**src/rtl/memcmd_pkg.sv**
```systemverilog
package memcmd_pkg;

    localparam int WIDE_W  = 25;
    localparam int SPLIT_W = 14;

    typedef enum logic [1:0] {
        LAYOUT_WIDE    = 2'd0,
        LAYOUT_SPLIT_A = 2'd1,
        LAYOUT_SPLIT_B = 2'd2
    } layout_e;

    typedef struct packed {
        logic odt;
        logic cke;
        logic cs_n;
    } ctrl_t;

    // split low always means wide; alt only matters in split layout
    function automatic layout_e decode_layout(input logic split, input logic alt);
        if (!split)
            return LAYOUT_WIDE;
        else if (alt)
            return LAYOUT_SPLIT_B;
        else
            return LAYOUT_SPLIT_A;
    endfunction

endpackage

```
**src/rtl/memcmd_rst_sync.sv**
```systemverilog
module memcmd_rst_sync #(
    parameter int STAGES = 2
) (
    input  logic clk,
    input  logic rst_n,
    output logic run_n
);
    logic [STAGES-1:0] chain_q;

    always_ff @(posedge clk or negedge rst_n) begin
        if (!rst_n)
            chain_q <= '0;
        else
            chain_q <= {chain_q[STAGES-2:0], 1'b1};
    end

    assign run_n = chain_q[STAGES-1];


    release_delay_chk: assert property (@(posedge clk)
        (rst_n && !$past(rst_n)) |-> !run_n);
endmodule

```
**src/rtl/memcmd_capture.sv**
```systemverilog
module memcmd_capture
    import memcmd_pkg::*;
#(
    parameter int DATA_W = WIDE_W,
    parameter int HALF_W = SPLIT_W
) (
    input  logic              clk,
    input  logic              run_n,
    input  layout_e           layout,
    input  logic [DATA_W-1:0] d_in,
    input  logic              dcs_n,
    input  logic              csr_n,
    input  logic              odt_in,
    input  logic              cke_in,
    output logic [DATA_W-1:0] word_q,
    output ctrl_t             ctrl_q
);
    localparam int PAD_W = DATA_W - HALF_W;

    logic [DATA_W-1:0] sel_word;
    logic              load_en;

    always_comb begin
        unique case (layout)
            LAYOUT_SPLIT_A: sel_word = {{PAD_W{1'b0}}, d_in[HALF_W-1:0]};
            LAYOUT_SPLIT_B: sel_word = {{PAD_W{1'b0}}, d_in[DATA_W-1 -: HALF_W]};
            default:        sel_word = d_in;
        endcase
    end

    assign load_en = !(dcs_n && csr_n);

    always_ff @(posedge clk or negedge run_n) begin
        if (!run_n)
            word_q <= '0;
        else if (load_en)
            word_q <= sel_word;
    end

    always_ff @(posedge clk or negedge run_n) begin
        if (!run_n)
            ctrl_q <= '0;
        else begin
            ctrl_q.odt  <= odt_in;
            ctrl_q.cke  <= cke_in;
            ctrl_q.cs_n <= dcs_n;
        end
    end


    gated_hold_chk: assert property (@(posedge clk) disable iff (!run_n)
        (dcs_n && csr_n) |=> $stable(word_q));


    gated_load_chk: assert property (@(posedge clk) disable iff (!run_n)
        (!dcs_n || !csr_n) |=> (word_q == $past(sel_word)));


    ctrl_follow_chk: assert property (@(posedge clk) disable iff (!run_n)
        1'b1 |=> (ctrl_q.odt == $past(odt_in) && ctrl_q.cke == $past(cke_in)));


    cs_follow_chk: assert property (@(posedge clk) disable iff (!run_n)
        1'b1 |=> (ctrl_q.cs_n == $past(dcs_n)));
endmodule

```
**src/rtl/memcmd_fanout.sv**
```systemverilog
module memcmd_fanout
    import memcmd_pkg::*;
#(
    parameter int DATA_W = WIDE_W,
    parameter int HALF_W = SPLIT_W
) (
    input  layout_e           layout,
    input  logic [DATA_W-1:0] word_q,
    input  ctrl_t             ctrl_q,
    output logic [DATA_W-1:0] q_a,
    output logic [HALF_W-1:0] q_b,
    output ctrl_t             ctrl_a,
    output ctrl_t             ctrl_b
);
    logic split_on;

    assign split_on = (layout != LAYOUT_WIDE);
    assign q_a      = word_q;
    assign ctrl_a   = ctrl_q;

    for (genvar i = 0; i < HALF_W; i++) begin : g_dup
        assign q_b[i] = split_on & word_q[i];
    end

    assign ctrl_b = split_on ? ctrl_q : '0;
endmodule

```
**src/rtl/memcmd_register.sv**
```systemverilog
module memcmd_register
    import memcmd_pkg::*;
#(
    parameter int DATA_W = WIDE_W,
    parameter int HALF_W = SPLIT_W
) (
    input  logic              clk,
    input  logic              rst_n,
    input  logic              cfg_split,
    input  logic              cfg_alt,
    input  logic              dcs_n,
    input  logic              csr_n,
    input  logic [DATA_W-1:0] d_in,
    input  logic              odt_in,
    input  logic              cke_in,
    output logic [DATA_W-1:0] q_a,
    output logic [HALF_W-1:0] q_b,
    output logic              odt_a,
    output logic              odt_b,
    output logic              cke_a,
    output logic              cke_b,
    output logic              cs_a_n,
    output logic              cs_b_n
);
    logic              run_n;
    layout_e           layout;
    logic [DATA_W-1:0] word_q;
    ctrl_t             ctrl_q;
    ctrl_t             ctrl_a;
    ctrl_t             ctrl_b;

    assign layout = decode_layout(cfg_split, cfg_alt);

    memcmd_rst_sync #(.STAGES(2)) u_rst_sync (
        .clk   (clk),
        .rst_n (rst_n),
        .run_n (run_n)
    );

    memcmd_capture #(.DATA_W(DATA_W), .HALF_W(HALF_W)) u_capture (
        .clk    (clk),
        .run_n  (run_n),
        .layout (layout),
        .d_in   (d_in),
        .dcs_n  (dcs_n),
        .csr_n  (csr_n),
        .odt_in (odt_in),
        .cke_in (cke_in),
        .word_q (word_q),
        .ctrl_q (ctrl_q)
    );

    memcmd_fanout #(.DATA_W(DATA_W), .HALF_W(HALF_W)) u_fanout (
        .layout (layout),
        .word_q (word_q),
        .ctrl_q (ctrl_q),
        .q_a    (q_a),
        .q_b    (q_b),
        .ctrl_a (ctrl_a),
        .ctrl_b (ctrl_b)
    );

    assign odt_a  = ctrl_a.odt;
    assign cke_a  = ctrl_a.cke;
    assign cs_a_n = ctrl_a.cs_n;
    assign odt_b  = ctrl_b.odt;
    assign cke_b  = ctrl_b.cke;
    assign cs_b_n = ctrl_b.cs_n;


    reset_clear_chk: assert property (@(posedge clk)
        !rst_n |-> (q_a == '0 && q_b == '0 && !odt_a && !odt_b &&
                    !cke_a && !cke_b && !cs_a_n && !cs_b_n));


    wide_bcopy_low_chk: assert property (@(posedge clk) disable iff (!run_n)
        !cfg_split |-> (q_b == '0 && !odt_b && !cke_b && !cs_b_n));


    split_dup_chk: assert property (@(posedge clk) disable iff (!run_n)
        cfg_split |-> (q_b == q_a[HALF_W-1:0] && q_a[DATA_W-1:HALF_W] == '0 &&
                       odt_b == odt_a && cke_b == cke_a && cs_b_n == cs_a_n));
endmodule

```
**config.mk**
```make
export PLATFORM = sky130hd
export DESIGN_NAME = memcmd_register
export DESIGN_NICKNAME = d
export VERILOG_FILES = /design/src/rtl/memcmd_pkg.sv /design/src/rtl/memcmd_rst_sync.sv /design/src/rtl/memcmd_capture.sv /design/src/rtl/memcmd_fanout.sv /design/src/rtl/memcmd_register.sv
export SDC_FILE = /design/constraint.sdc
export NUM_CORES = 1
export LEC_CHECK = 0
export ABC_AREA = 1
export ABC_CLOCK_PERIOD_IN_PS = 1200
export BUFFER_PORTS_ARGS = -buffer_cell sky130_fd_sc_hd__buf_2
export CORE_MARGIN = 4
export CORE_UTILIZATION = 44
export CTS_CLUSTER_SIZE = 25
export DETAILED_ROUTE_END_ITERATION = 8
export GPL_TIMING_DRIVEN = 0
export PLACE_DENSITY = 0.9
export SYNTH_ARGS = -nofsm -noshare
export SYNTH_HDL_FRONTEND = slang
export SYNTH_SLANG_ARGS = --single-unit
```
**constraint.sdc**
```tcl
create_clock -name clk -period 1.2 [get_ports clk]
set_clock_uncertainty 0.1 [all_clocks]
set_input_delay 0.12 -clock clk [delete_from_list [all_inputs] [get_ports clk]]
set_output_delay 0.12 -clock clk [all_outputs]
set_load 0.03 [all_outputs]
```
# Word level (Yosys, flattened, before mapping)
# Cells that the tools add are included.
[classes] n_addsub=0 multipliers=0 n_div=0 n_lt_le_gt_ge=0 n_eq_ne=2 shift=0 n_mux=4 bitwise_logic=14 reduce_logical=2
[ops] op="$pmux 25 s2" count=1
[ops] op="$and 1x1->1" count=14
[ops] op="$mux 2" count=2
[ops] op="$mux 3" count=1
[ops] op="$eq 2x1->1 const B" count=1
[ops] op="$eq 2x2->1 const B" count=1
[ops] op="$reduce_bool 2->1" count=1
[ops] op="$logic_and 1x1->1" count=1
[word_totals] register_bits=30 latch_bits=0 ramBits=0 mem_bits_ro=0 inputBits=33 output_inout_bits=45 word_cells=27 mem_count=0

# Logic depth before layout (Yosys ltp)
# Gate-level depths: netlist of the first run.
[logic_depth] ltp_word=4 mapped_depth=6 mapped_depth_nobuf=4

# Hierarchy
# A second synthesis of the first run with hierarchy kept.
[hier_totals] hier_cells=232 area_unflattened_um2=1722.9
[by_module_without_submodules] module="memcmd_capture" n_inst=1 cells_per_inst=161 area_per_inst_um2=1291.2 seq_area_each_um2=700.7
[by_module_without_submodules] module="memcmd_fanout" n_inst=1 cells_per_inst=64 area_per_inst_um2=360.3 seq_area_each_um2=0.0
[by_module_without_submodules] module="memcmd_rst_sync" n_inst=1 cells_per_inst=3 area_per_inst_um2=53.8 seq_area_each_um2=50.0
[by_module_without_submodules] module="memcmd_register" n_inst=1 cells_per_inst=4 area_per_inst_um2=17.5 seq_area_each_um2=0.0

# Least setup slack after synthesis of the first run
# OpenSTA, ideal clock, no wires.
[synth_timing] kind="reg2out" start="register u_capture.word_q[0]" end="output q_b[0]" arrival_time_ns=0.791 required_ns=0.980 setup_slack_ns=0.189 path_stages_with_launch=3 n_path_buf=0 cell_sequence="dfrtp_1 -> nand2_1 -> inv_1"
[synth_between] elab_chain_cells=1
[synth_lines] element="from (decl)" line_no="memcmd_capture.sv:15" rtl="output logic [DATA_W-1:0] word_q,"
[synth_lines] element="from (signal assigned)" line_no="memcmd_capture.sv:37" rtl="word_q <= sel_word;"
[synth_lines] element="$and 1x1->1" line_no="memcmd_fanout.sv:22" rtl="assign q_b[i] = split_on & word_q[i];"
[synth_lines] element="to (decl)" line_no="memcmd_register.sv:17" rtl="output logic [HALF_W-1:0] q_b,"
# Every way passes these cells.

# Worst setup path after layout of the first run
# Same ends and word-level chain as after synthesis.

==> impl_results.html, run 1 <==
<table>
<tr><th>Metric</th><th>Value</th></tr>
<tr><th colspan="2">Pwr</th></tr>
<tr><td>Worst vdd rail ir drop</td><td>742 uV</td></tr>
<tr><td>Part of the total power dissipated in sequential elements</td><td>41.2%</td></tr>
<tr><td>Power density cells</td><td>1140 nW/um2</td></tr>
<tr><td>Total power of the final layout</td><td>2.84 mW</td></tr>
<tr><td>Fraction of power spent switching nets</td><td>34.4%</td></tr>
<tr><td>Leakage dissipation</td><td>1.53 nW</td></tr>
<tr><td>Internal power</td><td>1.87 mW</td></tr>
<tr><td>Part of the total power dissipated in combinational logic</td><td>31.9%</td></tr>
<tr><td>Clock Power Share</td><td>26.9%</td></tr>
<tr><td>NetSw</td><td>0.979 mW</td></tr>
<tr><th colspan="2">Logic synthesis</th></tr>
<tr><td>Number of distinct standard cells referenced by the synthesized netlist</td><td>9</td></tr>
<tr><td>Dominant cells by area after synthesis</td><td>sky130_fd_sc_hd__dfrtp_1 50%, sky130_fd_sc_hd__nand2_1 20%, sky130_fd_sc_hd__nand3_1 13%, sky130_fd_sc_hd__inv_1 11%, sky130_fd_sc_hd__buf_2 3.4%</td></tr>
<tr><td>Post-Syn Area</td><td>1490 um2</td></tr>
<tr><td>Mean post-synth cell area</td><td>7.18 um2</td></tr>
<tr><td>Post-synth top area share</td><td>50.3%</td></tr>
<tr><td>Sequential-to-total area share from yosys stat</td><td>50.3%</td></tr>
<tr><td>Mapped Cells</td><td>208</td></tr>
<tr><td>Warnings, synthesis</td><td>0</td></tr>
<tr><td>Cell type with the largest total area after synthesis</td><td>sky130_fd_sc_hd__dfrtp_1</td></tr>
<tr><td>Syn_nets</td><td>241</td></tr>
<tr><td>#FFs+latches synth</td><td>30</td></tr>
<tr><th colspan="2">Critical path</th></tr>
<tr><td>Worst reg-to-reg path cell count</td><td>4</td></tr>
<tr><td>Reg2reg end</td><td>u_capture.word_q[0]</td></tr>
<tr><td>Critical path data arrival time</td><td>1030 ps</td></tr>
<tr><td>Worst endpoint required time</td><td>980 ps</td></tr>
<tr><td>Endpoint type of the worst setup path</td><td>output pin</td></tr>
<tr><td>Sort of element at the start of the critical path</td><td>flip-flop</td></tr>
<tr><td>Worst reg2reg path startpoint</td><td>u_capture.word_q[0]</td></tr>
<tr><td>Worst reg2reg setup slack</td><td>210 ps</td></tr>
<tr><td>Worst Path Class, Setup</td><td>flip-flop to output pin</td></tr>
<tr><td>Worst-path maximum fanout</td><td>3</td></tr>
<tr><th colspan="2">Clock network</th></tr>
<tr><td>Clock network latency to the later pin of the worst-skew pair</td><td>340 ps</td></tr>
<tr><td>CTS Buf Count</td><td>5</td></tr>
<tr><td>Clk buf depth</td><td>2</td></tr>
<tr><td>H-tree depth reported by CTS</td><td>2</td></tr>
<tr><td>Clock slew seen by the registers of the worst setup and hold paths</td><td>100 ps</td></tr>
<tr><td>Root Buffer</td><td>sky130_fd_sc_hd__clkbuf_4</td></tr>
<tr><td>Number of clock sinks seen by CTS</td><td>30</td></tr>
<tr><td>Clock tree from TritonCTS</td><td>yes</td></tr>
<tr><th colspan="2">Worst hold path</th></tr>
<tr><td>Class of the most critical hold timing path</td><td>input pin to flip-flop</td></tr>
<tr><td>Min-Delay Endpoint</td><td>u_capture.word_q[10]</td></tr>
<tr><td>HP Start</td><td>d_in[10]</td></tr>
<tr><td>Number of instances on the worst hold path</td><td>5</td></tr>
<tr><th colspan="2">Timing</th></tr>
<tr><td>Count of pins over their slew limit</td><td>0</td></tr>
<tr><td>Number of setup violations in the final report</td><td>11</td></tr>
<tr><td>Highest Clock Rate</td><td>799 MHz</td></tr>
<tr><td>Slew at the pin closest to its max-slew limit</td><td>622 ps</td></tr>
<tr><td>Final Critical Period</td><td>1250 ps</td></tr>
<tr><td>Setup ws final</td><td>-52.0 ps</td></tr>
<tr><td>RSZ-0062 raised after global routing</td><td>yes</td></tr>
<tr><td>Final clock period utilization by the worst path</td><td>104%</td></tr>
<tr><td>Worst max-slew margin expressed relative to the limit</td><td>58.6%</td></tr>
<tr><td>Final hold vios</td><td>0</td></tr>
<tr><th colspan="2">Global route</th></tr>
<tr><td>Total Routing Usage GR</td><td>24.4%</td></tr>
<tr><td>Pin count of the biggest net entering global routing</td><td>29</td></tr>
<tr><td>Initial antenna violation count</td><td>0</td></tr>
<tr><td>Vias in the first global route</td><td>1745</td></tr>
<tr><td>Remaining global-route overflow</td><td>0</td></tr>
<tr><td>First-pass GRT wire length</td><td>8000 um</td></tr>
<tr><th colspan="2">Placed design</th></tr>
<tr><td>Routability Congestion</td><td>0.815</td></tr>
<tr><td>Placement-stage cell area</td><td>1930 um2</td></tr>
<tr><td>Dpl cells</td><td>328</td></tr>
<tr><td>Total of buffers placed on input and output ports</td><td>76</td></tr>
<tr><td>Placed wire-length estimate</td><td>2920 um</td></tr>
<tr><th colspan="2">Finish</th></tr>
<tr><td>Fin cells</td><td>373</td></tr>
<tr><td>Net count, final</td><td>361</td></tr>
<tr><td>End-of-flow core utilization</td><td>78.8%</td></tr>
<tr><td>Area of all placed cells without fillers</td><td>2480 um2</td></tr>
<tr><td>Diode count</td><td>0</td></tr>
<tr><td>FILL cells</td><td>217</td></tr>
<tr><td>Signed area change from the synthesized netlist to the final layout</td><td>66.5%</td></tr>
<tr><td>Fraction of layout instances using a drive strength above 1</td><td>37.7%</td></tr>
<tr><th colspan="2">Die</th></tr>
<tr><td>I/O pin cnt</td><td>78</td></tr>
<tr><td>Overall die area</td><td>4390 um2</td></tr>
<tr><td>Starting density of the core</td><td>47.3%</td></tr>
<tr><td>Floorplan row count</td><td>20</td></tr>
<tr><td>Vert. Die Dim</td><td>66.2 um</td></tr>
<tr><td>Horizontal die dimension</td><td>66.2 um</td></tr>
<tr><td>Placeable core region</td><td>3150 um2</td></tr>
<tr><th colspan="2">Status</th></tr>
<tr><td>Failing checks</td><td>setup timing</td></tr>
<tr><td>Status</td><td>finished with violations</td></tr>
<tr><th colspan="2">Routing</th></tr>
<tr><td>Starting DRT DRC Count</td><td>116</td></tr>
<tr><td>DRC violation count after routing</td><td>0</td></tr>
<tr><td>Via Count</td><td>1749</td></tr>
<tr><td>Per-cell routed wire length</td><td>13.7 um</td></tr>
<tr><td>Number of nets still failing antenna checks after routing</td><td>0</td></tr>
<tr><td>Routed via count divided by cell count</td><td>4.69</td></tr>
<tr><td>DRT Wirelength</td><td>5110 um</td></tr>
<tr><td>First-pass iteration count of the detailed router</td><td>4</td></tr>
<tr><th colspan="2">Flow run</th></tr>
<tr><td>Reported max-cap violation count</td><td>0</td></tr>
</table>
[what timing repair did]
item / CTS / global route
hold buffers: 28 / 0
gates cloned: 0 / 0
setup buffers: 5 / 4
endpoints found under the hold margin: 25 / 0
resized for setup: 33 / 27
endpoints found under the setup margin: 44 / 25
pin swaps: 0 / 2
[sequential cells by signal, indices dropped and copies added (netlist names)]
| signal | flops |
|---|---|
| u_rst_sync.chain_q | 2 |
| u_capture.ctrl_q | 3 |
| u_capture.word_q | 25 |
[per-stage QoR]
stage               TNS, ps  setup slack (ps)  hold slack, ps
floorplan                 0               189            -276
CTS                    -189             -30.8            4.52
finish                 -281             -52.0            12.6
global placement      -1330             -48.5            -193
detailed placement    -4010              -145            -192
global route          -1020             -83.4            22.8
[cell families after synthesis]
group	share of synthesized area (%)
simple gates	34.3
buf+inv	15.2
flops	50.3
other cells	0.251
[cells in the mapped netlist, drive strengths merged]
master,instances
nand2,83
inv,44
nand3,39
dfrtp,30
buf,11
conb,1
[area by class of cell]
cell class | instances | area [um2] | share of cell area [%]
tap | 44 | 55.1 | 2.22
clock buffer | 8 | 78.8 | 3.17
buffer | 11 | 61.3 | 2.47
multi-input combinational | 123 | 523 | 21.0
timing repair buffer | 113 | 850 | 34.2
inverter | 44 | 165 | 6.65
sequential | 30 | 752 | 30.3
[routing by layer]
metal | vias to the layer above | track usage (%) | wire length, um
met4 | 0 | 6.85 | 116
li1 | 851 | - | -
met3 | 12 | 6.63 | 433
met5 | - | 0 | 0
met2 | 85 | 46.5 | 2660
met1 | 801 | 25.8 | 1890
[critical path, stage by stage, from the launching register on]
cell                      delay (ps)
sky130_fd_sc_hd__dfrtp_1         420
sky130_fd_sc_hd__nand2_2         100
sky130_fd_sc_hd__inv_2            40
sky130_fd_sc_hd__buf_6           130
[power by group through the flow]
stage                     combinational (mW)  sequential (mW)  clock (mW)
after floorplan                        0.286             1.35           0
after global placement                 0.678             1.18           0
after detailed placement               0.689             1.19           0
after CTS                              0.843             1.17       0.774
after global routing                   0.974             1.19       0.820
final                                  0.906             1.17       0.767
[worst max path at each step]
stage	slack, ps	to	depth (start not counted)	startpoint
floorplan	190	q_b[0]	2	u_capture.word_q[0]
global placement	-50	u_capture.word_q[22]	0	u_rst_sync.chain_q[1]
detailed placement	-140	u_capture.word_q[20]	0	u_rst_sync.chain_q[1]
CTS	-30	q_b[3]	3	u_capture.word_q[3]
global route	-80	q_b[8]	3	u_capture.word_q[8]
finish	-50	q_b[0]	3	u_capture.word_q[0]
[layout by cell type (no fill, tap or decap), drive strengths merged]
| master | count |
|---|---|
| buf | 92 |
| dlygate4sd3 | 28 |
| inv | 44 |
| dfrtp | 30 |
| clkbuf | 12 |
| nand2 | 83 |
| conb | 1 |
| nand3 | 39 |
No activity file was read; power rests on OpenSTA's default activity.
==> run 2, diff against run 1 <==
--- a/config.mk
+++ b/config.mk
@@ -6,14 +6,17 @@
 export NUM_CORES = 1
 export LEC_CHECK = 0
 export ABC_AREA = 1
-export ABC_CLOCK_PERIOD_IN_PS = 1200
+export ABC_CLOCK_PERIOD_IN_PS = 1000
 export BUFFER_PORTS_ARGS = -buffer_cell sky130_fd_sc_hd__buf_2
+export CELL_PAD_IN_SITES_DETAIL_PLACEMENT = 1
+export CELL_PAD_IN_SITES_GLOBAL_PLACEMENT = 1
 export CORE_MARGIN = 4
-export CORE_UTILIZATION = 44
+export CORE_UTILIZATION = 27
 export CTS_CLUSTER_SIZE = 25
 export DETAILED_ROUTE_END_ITERATION = 8
 export GPL_TIMING_DRIVEN = 0
-export PLACE_DENSITY = 0.9
+export PLACE_DENSITY = 0.87
+export SKIP_LAST_GASP = 1
 export SYNTH_ARGS = -nofsm -noshare
 export SYNTH_HDL_FRONTEND = slang
 export SYNTH_SLANG_ARGS = --single-unit
==> constraint.sdc (replaced) <==
create_clock -name clk -period 1 [get_ports clk]
set_clock_uncertainty 0.1 [all_clocks]
set_input_delay 0.1 -clock clk [delete_from_list [all_inputs] [get_ports clk]]
set_output_delay 0.1 -clock clk [all_outputs]
set_load 0.03 [all_outputs]
==> run 2 against run 1 <==
Against the previous run:
- the flow still finishes with violations (setup timing)
- wire length is 17% higher
- sequential cell count unchanged
- sequential share of layout area fell by 2.4 points
- clock power increased by 55%
- sequential power up 22%
- die area rose by 55%
- via count increased by 2.6%
- power grew 36%
- worst setup slack worse by 140 ps
==> impl_results.html, run 2 (synthesized netlist as in run 1, its figures left out) <==
<table>
<tr><th>Metric</th><th>Value</th></tr>
<tr><th colspan="2">Status</th></tr>
<tr><td>Failing checks</td><td>setup timing (unchanged)</td></tr>
<tr><td>Status</td><td>finished with violations (unchanged)</td></tr>
<tr><th colspan="2">Timing</th></tr>
<tr><td>Number of setup violations in the final report</td><td>45 (was 11)</td></tr>
<tr><td>Slew at the pin closest to its max-slew limit</td><td>651 ps (was 622 ps)</td></tr>
<tr><td>Count of pins over their slew limit</td><td>0 (unchanged)</td></tr>
<tr><td>Final Critical Period</td><td>1190 ps</td></tr>
<tr><td>Worst max-slew margin expressed relative to the limit</td><td>56.6% (was 58.6%)</td></tr>
<tr><td>Highest Clock Rate</td><td>838 MHz</td></tr>
<tr><td>Setup ws final</td><td>-193 ps (was -52.0 ps)</td></tr>
<tr><td>Final hold vios</td><td>0 (unchanged)</td></tr>
<tr><td>Final hold slack</td><td>34.7 ps (was 12.6 ps)</td></tr>
<tr><td>RSZ-0062 raised after global routing</td><td>yes (unchanged)</td></tr>
<tr><td>Final clock period utilization by the worst path</td><td>119%</td></tr>
<tr><th colspan="2">Die</th></tr>
<tr><td>I/O pin cnt</td><td>78 (unchanged)</td></tr>
<tr><td>Placeable core region</td><td>5240 um2 (was 3150 um2)</td></tr>
<tr><td>Starting density of the core</td><td>28.5% (was 47.3%)</td></tr>
<tr><td>Horizontal die dimension</td><td>82.4 um (was 66.2 um)</td></tr>
<tr><td>Vert. Die Dim</td><td>82.4 um (was 66.2 um)</td></tr>
<tr><td>Overall die area</td><td>6780 um2 (was 4390 um2)</td></tr>
<tr><td>Floorplan row count</td><td>26 (was 20)</td></tr>
<tr><th colspan="2">Finish</th></tr>
<tr><td>Fraction of layout instances using a drive strength above 1</td><td>39.9% (was 37.7%)</td></tr>
<tr><td>Commonest non-fill, non-tap cell in the layout</td><td>sky130_fd_sc_hd__nand2_1 (unchanged)</td></tr>
<tr><td>Top Registers</td><td>u_capture.word_q (25), u_capture.ctrl_q (3), u_rst_sync.chain_q (2) (unchanged)</td></tr>
<tr><td>Register bank with the most flops</td><td>u_capture.word_q (unchanged)</td></tr>
<tr><td>Flip-flop count of the largest register, all copies and words added</td><td>25 (unchanged)</td></tr>
<tr><td>FILL cells</td><td>668 (was 217)</td></tr>
<tr><td>Highest-count cells in the layout ignoring fill and taps</td><td>79 x sky130_fd_sc_hd__nand2_1, 44 x sky130_fd_sc_hd__buf_6, 40 x sky130_fd_sc_hd__buf_2 (was 78 x sky130_fd_sc_hd__nand2_1, 63 x sky130_fd_sc_hd__buf_2, 39 x sky130_fd_sc_hd__nand3_1)</td></tr>
<tr><td>End-of-flow core utilization</td><td>51.6% (was 78.8%)</td></tr>
<tr><td>Net count, final</td><td>365 (was 361)</td></tr>
<tr><td>Diode count</td><td>0 (unchanged)</td></tr>
<tr><td>Signed area change from the synthesized netlist to the final layout</td><td>81.1% (was 66.5%)</td></tr>
<tr><td>Area of all placed cells without fillers</td><td>2700 um2 (was 2480 um2)</td></tr>
<tr><th colspan="2">Worst hold path</th></tr>
<tr><td>HP Start</td><td>d_in[7] (was d_in[10])</td></tr>
<tr><td>Class of the most critical hold timing path</td><td>input pin to flip-flop (unchanged)</td></tr>
<tr><td>Number of instances on the worst hold path</td><td>5 (unchanged)</td></tr>
<tr><td>Min-Delay Endpoint</td><td>u_capture.word_q[7] (was u_capture.word_q[10])</td></tr>
<tr><th colspan="2">Placed design</th></tr>
<tr><td>Minimum setup slack after placement</td><td>-410 ps (was -145 ps)</td></tr>
<tr><td>Total of buffers placed on input and output ports</td><td>76 (unchanged)</td></tr>
<tr><td>Placement-stage cell area</td><td>1960 um2 (was 1930 um2)</td></tr>
<tr><td>Routability Congestion</td><td>0.810 (was 0.815)</td></tr>
<tr><td>Placed wire-length estimate</td><td>3760 um (was 2920 um)</td></tr>
<tr><th colspan="2">Pwr</th></tr>
<tr><td>Part of the total power dissipated in combinational logic</td><td>32.2% (was 31.9%)</td></tr>
<tr><td>Total power of the final layout</td><td>3.87 mW (was 2.84 mW)</td></tr>
<tr><td>NetSw</td><td>1.24 mW (was 0.979 mW)</td></tr>
<tr><td>Fraction of power spent switching nets</td><td>32.1% (was 34.4%)</td></tr>
<tr><td>Internal power</td><td>2.62 mW (was 1.87 mW)</td></tr>
<tr><td>Worst vdd rail ir drop</td><td>754 uV (was 742 uV)</td></tr>
<tr><td>Power density cells</td><td>1430 nW/um2 (was 1140 nW/um2)</td></tr>
<tr><td>Leakage dissipation</td><td>1.64 nW (was 1.53 nW)</td></tr>
<tr><td>Part of the total power dissipated in sequential elements</td><td>37.0% (was 41.2%)</td></tr>
<tr><td>Clock Power Share</td><td>30.8% (was 26.9%)</td></tr>
<tr><th colspan="2">Flow run</th></tr>
<tr><td>Reported max-cap violation count</td><td>0 (unchanged)</td></tr>
<tr><th colspan="2">Critical path</th></tr>
<tr><td>Worst-path maximum fanout</td><td>3 (unchanged)</td></tr>
<tr><td>Critical path data arrival time</td><td>990 ps (was 1030 ps)</td></tr>
<tr><td>Reg2reg end</td><td>u_capture.word_q[9] (was u_capture.word_q[0])</td></tr>
<tr><td>Worst Path Class, Setup</td><td>flip-flop to output pin (unchanged)</td></tr>
<tr><td>Sort of element at the start of the critical path</td><td>flip-flop (unchanged)</td></tr>
<tr><td>Worst endpoint required time</td><td>800 ps (was 980 ps)</td></tr>
<tr><td>Worst reg-to-reg path cell count</td><td>4 (unchanged)</td></tr>
<tr><td>Endpoint type of the worst setup path</td><td>output pin (unchanged)</td></tr>
<tr><td>Worst reg2reg path startpoint</td><td>u_capture.word_q[9] (was u_capture.word_q[0])</td></tr>
<tr><td>Worst reg2reg setup slack</td><td>10 ps (was 210 ps)</td></tr>
<tr><th colspan="2">Clock network</th></tr>
<tr><td>Clock network latency to the later pin of the worst-skew pair</td><td>280 ps (was 340 ps)</td></tr>
<tr><td>Clk buf depth</td><td>2 (unchanged)</td></tr>
<tr><td>H-tree depth reported by CTS</td><td>2 (unchanged)</td></tr>
<tr><td>Clock tree from TritonCTS</td><td>yes (unchanged)</td></tr>
<tr><td>Root Buffer</td><td>sky130_fd_sc_hd__clkbuf_8 (was sky130_fd_sc_hd__clkbuf_4)</td></tr>
<tr><td>Clock slew seen by the registers of the worst setup and hold paths</td><td>70 ps (was 100 ps)</td></tr>
<tr><td>Number of clock sinks seen by CTS</td><td>30 (unchanged)</td></tr>
<tr><td>CTS Buf Count</td><td>5 (unchanged)</td></tr>
<tr><th colspan="2">Global route</th></tr>
<tr><td>Remaining global-route overflow</td><td>0 (unchanged)</td></tr>
<tr><td>First-pass GRT wire length</td><td>9170 um (was 8000 um)</td></tr>
<tr><td>Initial antenna violation count</td><td>0 (unchanged)</td></tr>
<tr><td>Vias in the first global route</td><td>1925 (was 1745)</td></tr>
<tr><td>Pin count of the biggest net entering global routing</td><td>29 (unchanged)</td></tr>
<tr><td>Total Routing Usage GR</td><td>18.2% (was 24.4%)</td></tr>
<tr><th colspan="2">Routing</th></tr>
<tr><td>First-pass iteration count of the detailed router</td><td>4 (unchanged)</td></tr>
<tr><td>Routed via count divided by cell count</td><td>4.45 (was 4.69)</td></tr>
<tr><td>DRC violation count after routing</td><td>0 (unchanged)</td></tr>
<tr><td>Number of nets still failing antenna checks after routing</td><td>0 (unchanged)</td></tr>
<tr><td>DRT Wirelength</td><td>5980 um (was 5110 um)</td></tr>
<tr><td>Via Count</td><td>1795 (was 1749)</td></tr>
<tr><td>Per-cell routed wire length</td><td>14.8 um (was 13.7 um)</td></tr>
<tr><td>Starting DRT DRC Count</td><td>59 (was 116)</td></tr>
</table>
==> run 2: changes by cell type in the layout (fill, tap and decap cells not counted), sizes merged <==
cell | before | now
buf | 92 | 113
clkbuf | 12 | 5
bufinv | 0 | 1
clkinv | 0 | 2
dlygate4sd3 | 28 | 15
==> run 2: per-layer routing <==
layer | global-route usage (%) | routed length, um | vias up
met5 | 0 | 0 | -
met4 | 6.15 | 104 | 0
met3 | 4.23 | 396 | 9
met2 | 34.5 | 3260 | 66
met1 | 19.5 | 2220 | 866
li1 | - | - | 854
==> run 2: area by class of cell <==
type / instances / area [um2] / area share [%]
multi-input combinational: 123 / 526 / 19.4
timing repair buffer: 117 / 1000 / 37.1
buffer: 11 / 61.3 / 2.27
clock inverter: 3 / 40.0 / 1.48
sequential: 30 / 752 / 27.8
clock buffer: 5 / 68.8 / 2.55
tap: 70 / 87.6 / 3.24
inverter: 44 / 165 / 6.11
==> run 2: power groups by stage <==
stage               logic, mW  registers, mW  clock network, mW
floorplan               0.344           1.62                  0
global placement        0.826           1.43                  0
detailed placement      0.845           1.43                  0
CTS                      1.12           1.43               1.24
global route             1.35           1.45               1.29
finish                   1.25           1.43               1.19
==> run 2: what timing repair did <==
action,in CTS,in global routing
gates resized for setup,82,17
endpoints found under the hold margin,16,0
pin swaps,0,2
hold buffers,15,0
cloned,0,0
setup buffers,11,16
endpoints found under the setup margin,73,47
==> run 2: worst max path at each step <==
stage                     slack (ps)                    to                  start  depth (start not counted)
final                           -190                q_b[9]    u_capture.word_q[9]                          3
after global routing            -260                q_b[8]    u_capture.word_q[8]                          3
after CTS                       -150                q_b[5]    u_capture.word_q[5]                          3
after detailed placement        -410  u_capture.word_q[17]  u_rst_sync.chain_q[1]                          0
after global placement          -360  u_capture.word_q[17]  u_rst_sync.chain_q[1]                          0
after floorplan                    4   u_capture.ctrl_q[0]  u_rst_sync.chain_q[1]                          0
==> run 2: worst max-delay path, cell delays in order, from the launching register on <==
cell and delay (ps):
sky130_fd_sc_hd__dfrtp_1 410, sky130_fd_sc_hd__nand2_1 100, sky130_fd_sc_hd__inv_1 80, sky130_fd_sc_hd__buf_6 120
==> run 2: stage by stage <==
step / cells / TNS (ps)
2_1_floorplan: 208 / 0
3_3_place_gp: 354 / -10190
3_5_place_dp: 354 / -12610
4_1_cts: 388 / -3790
5_1_grt: 403 / -5840
6_report: 403 / -3890
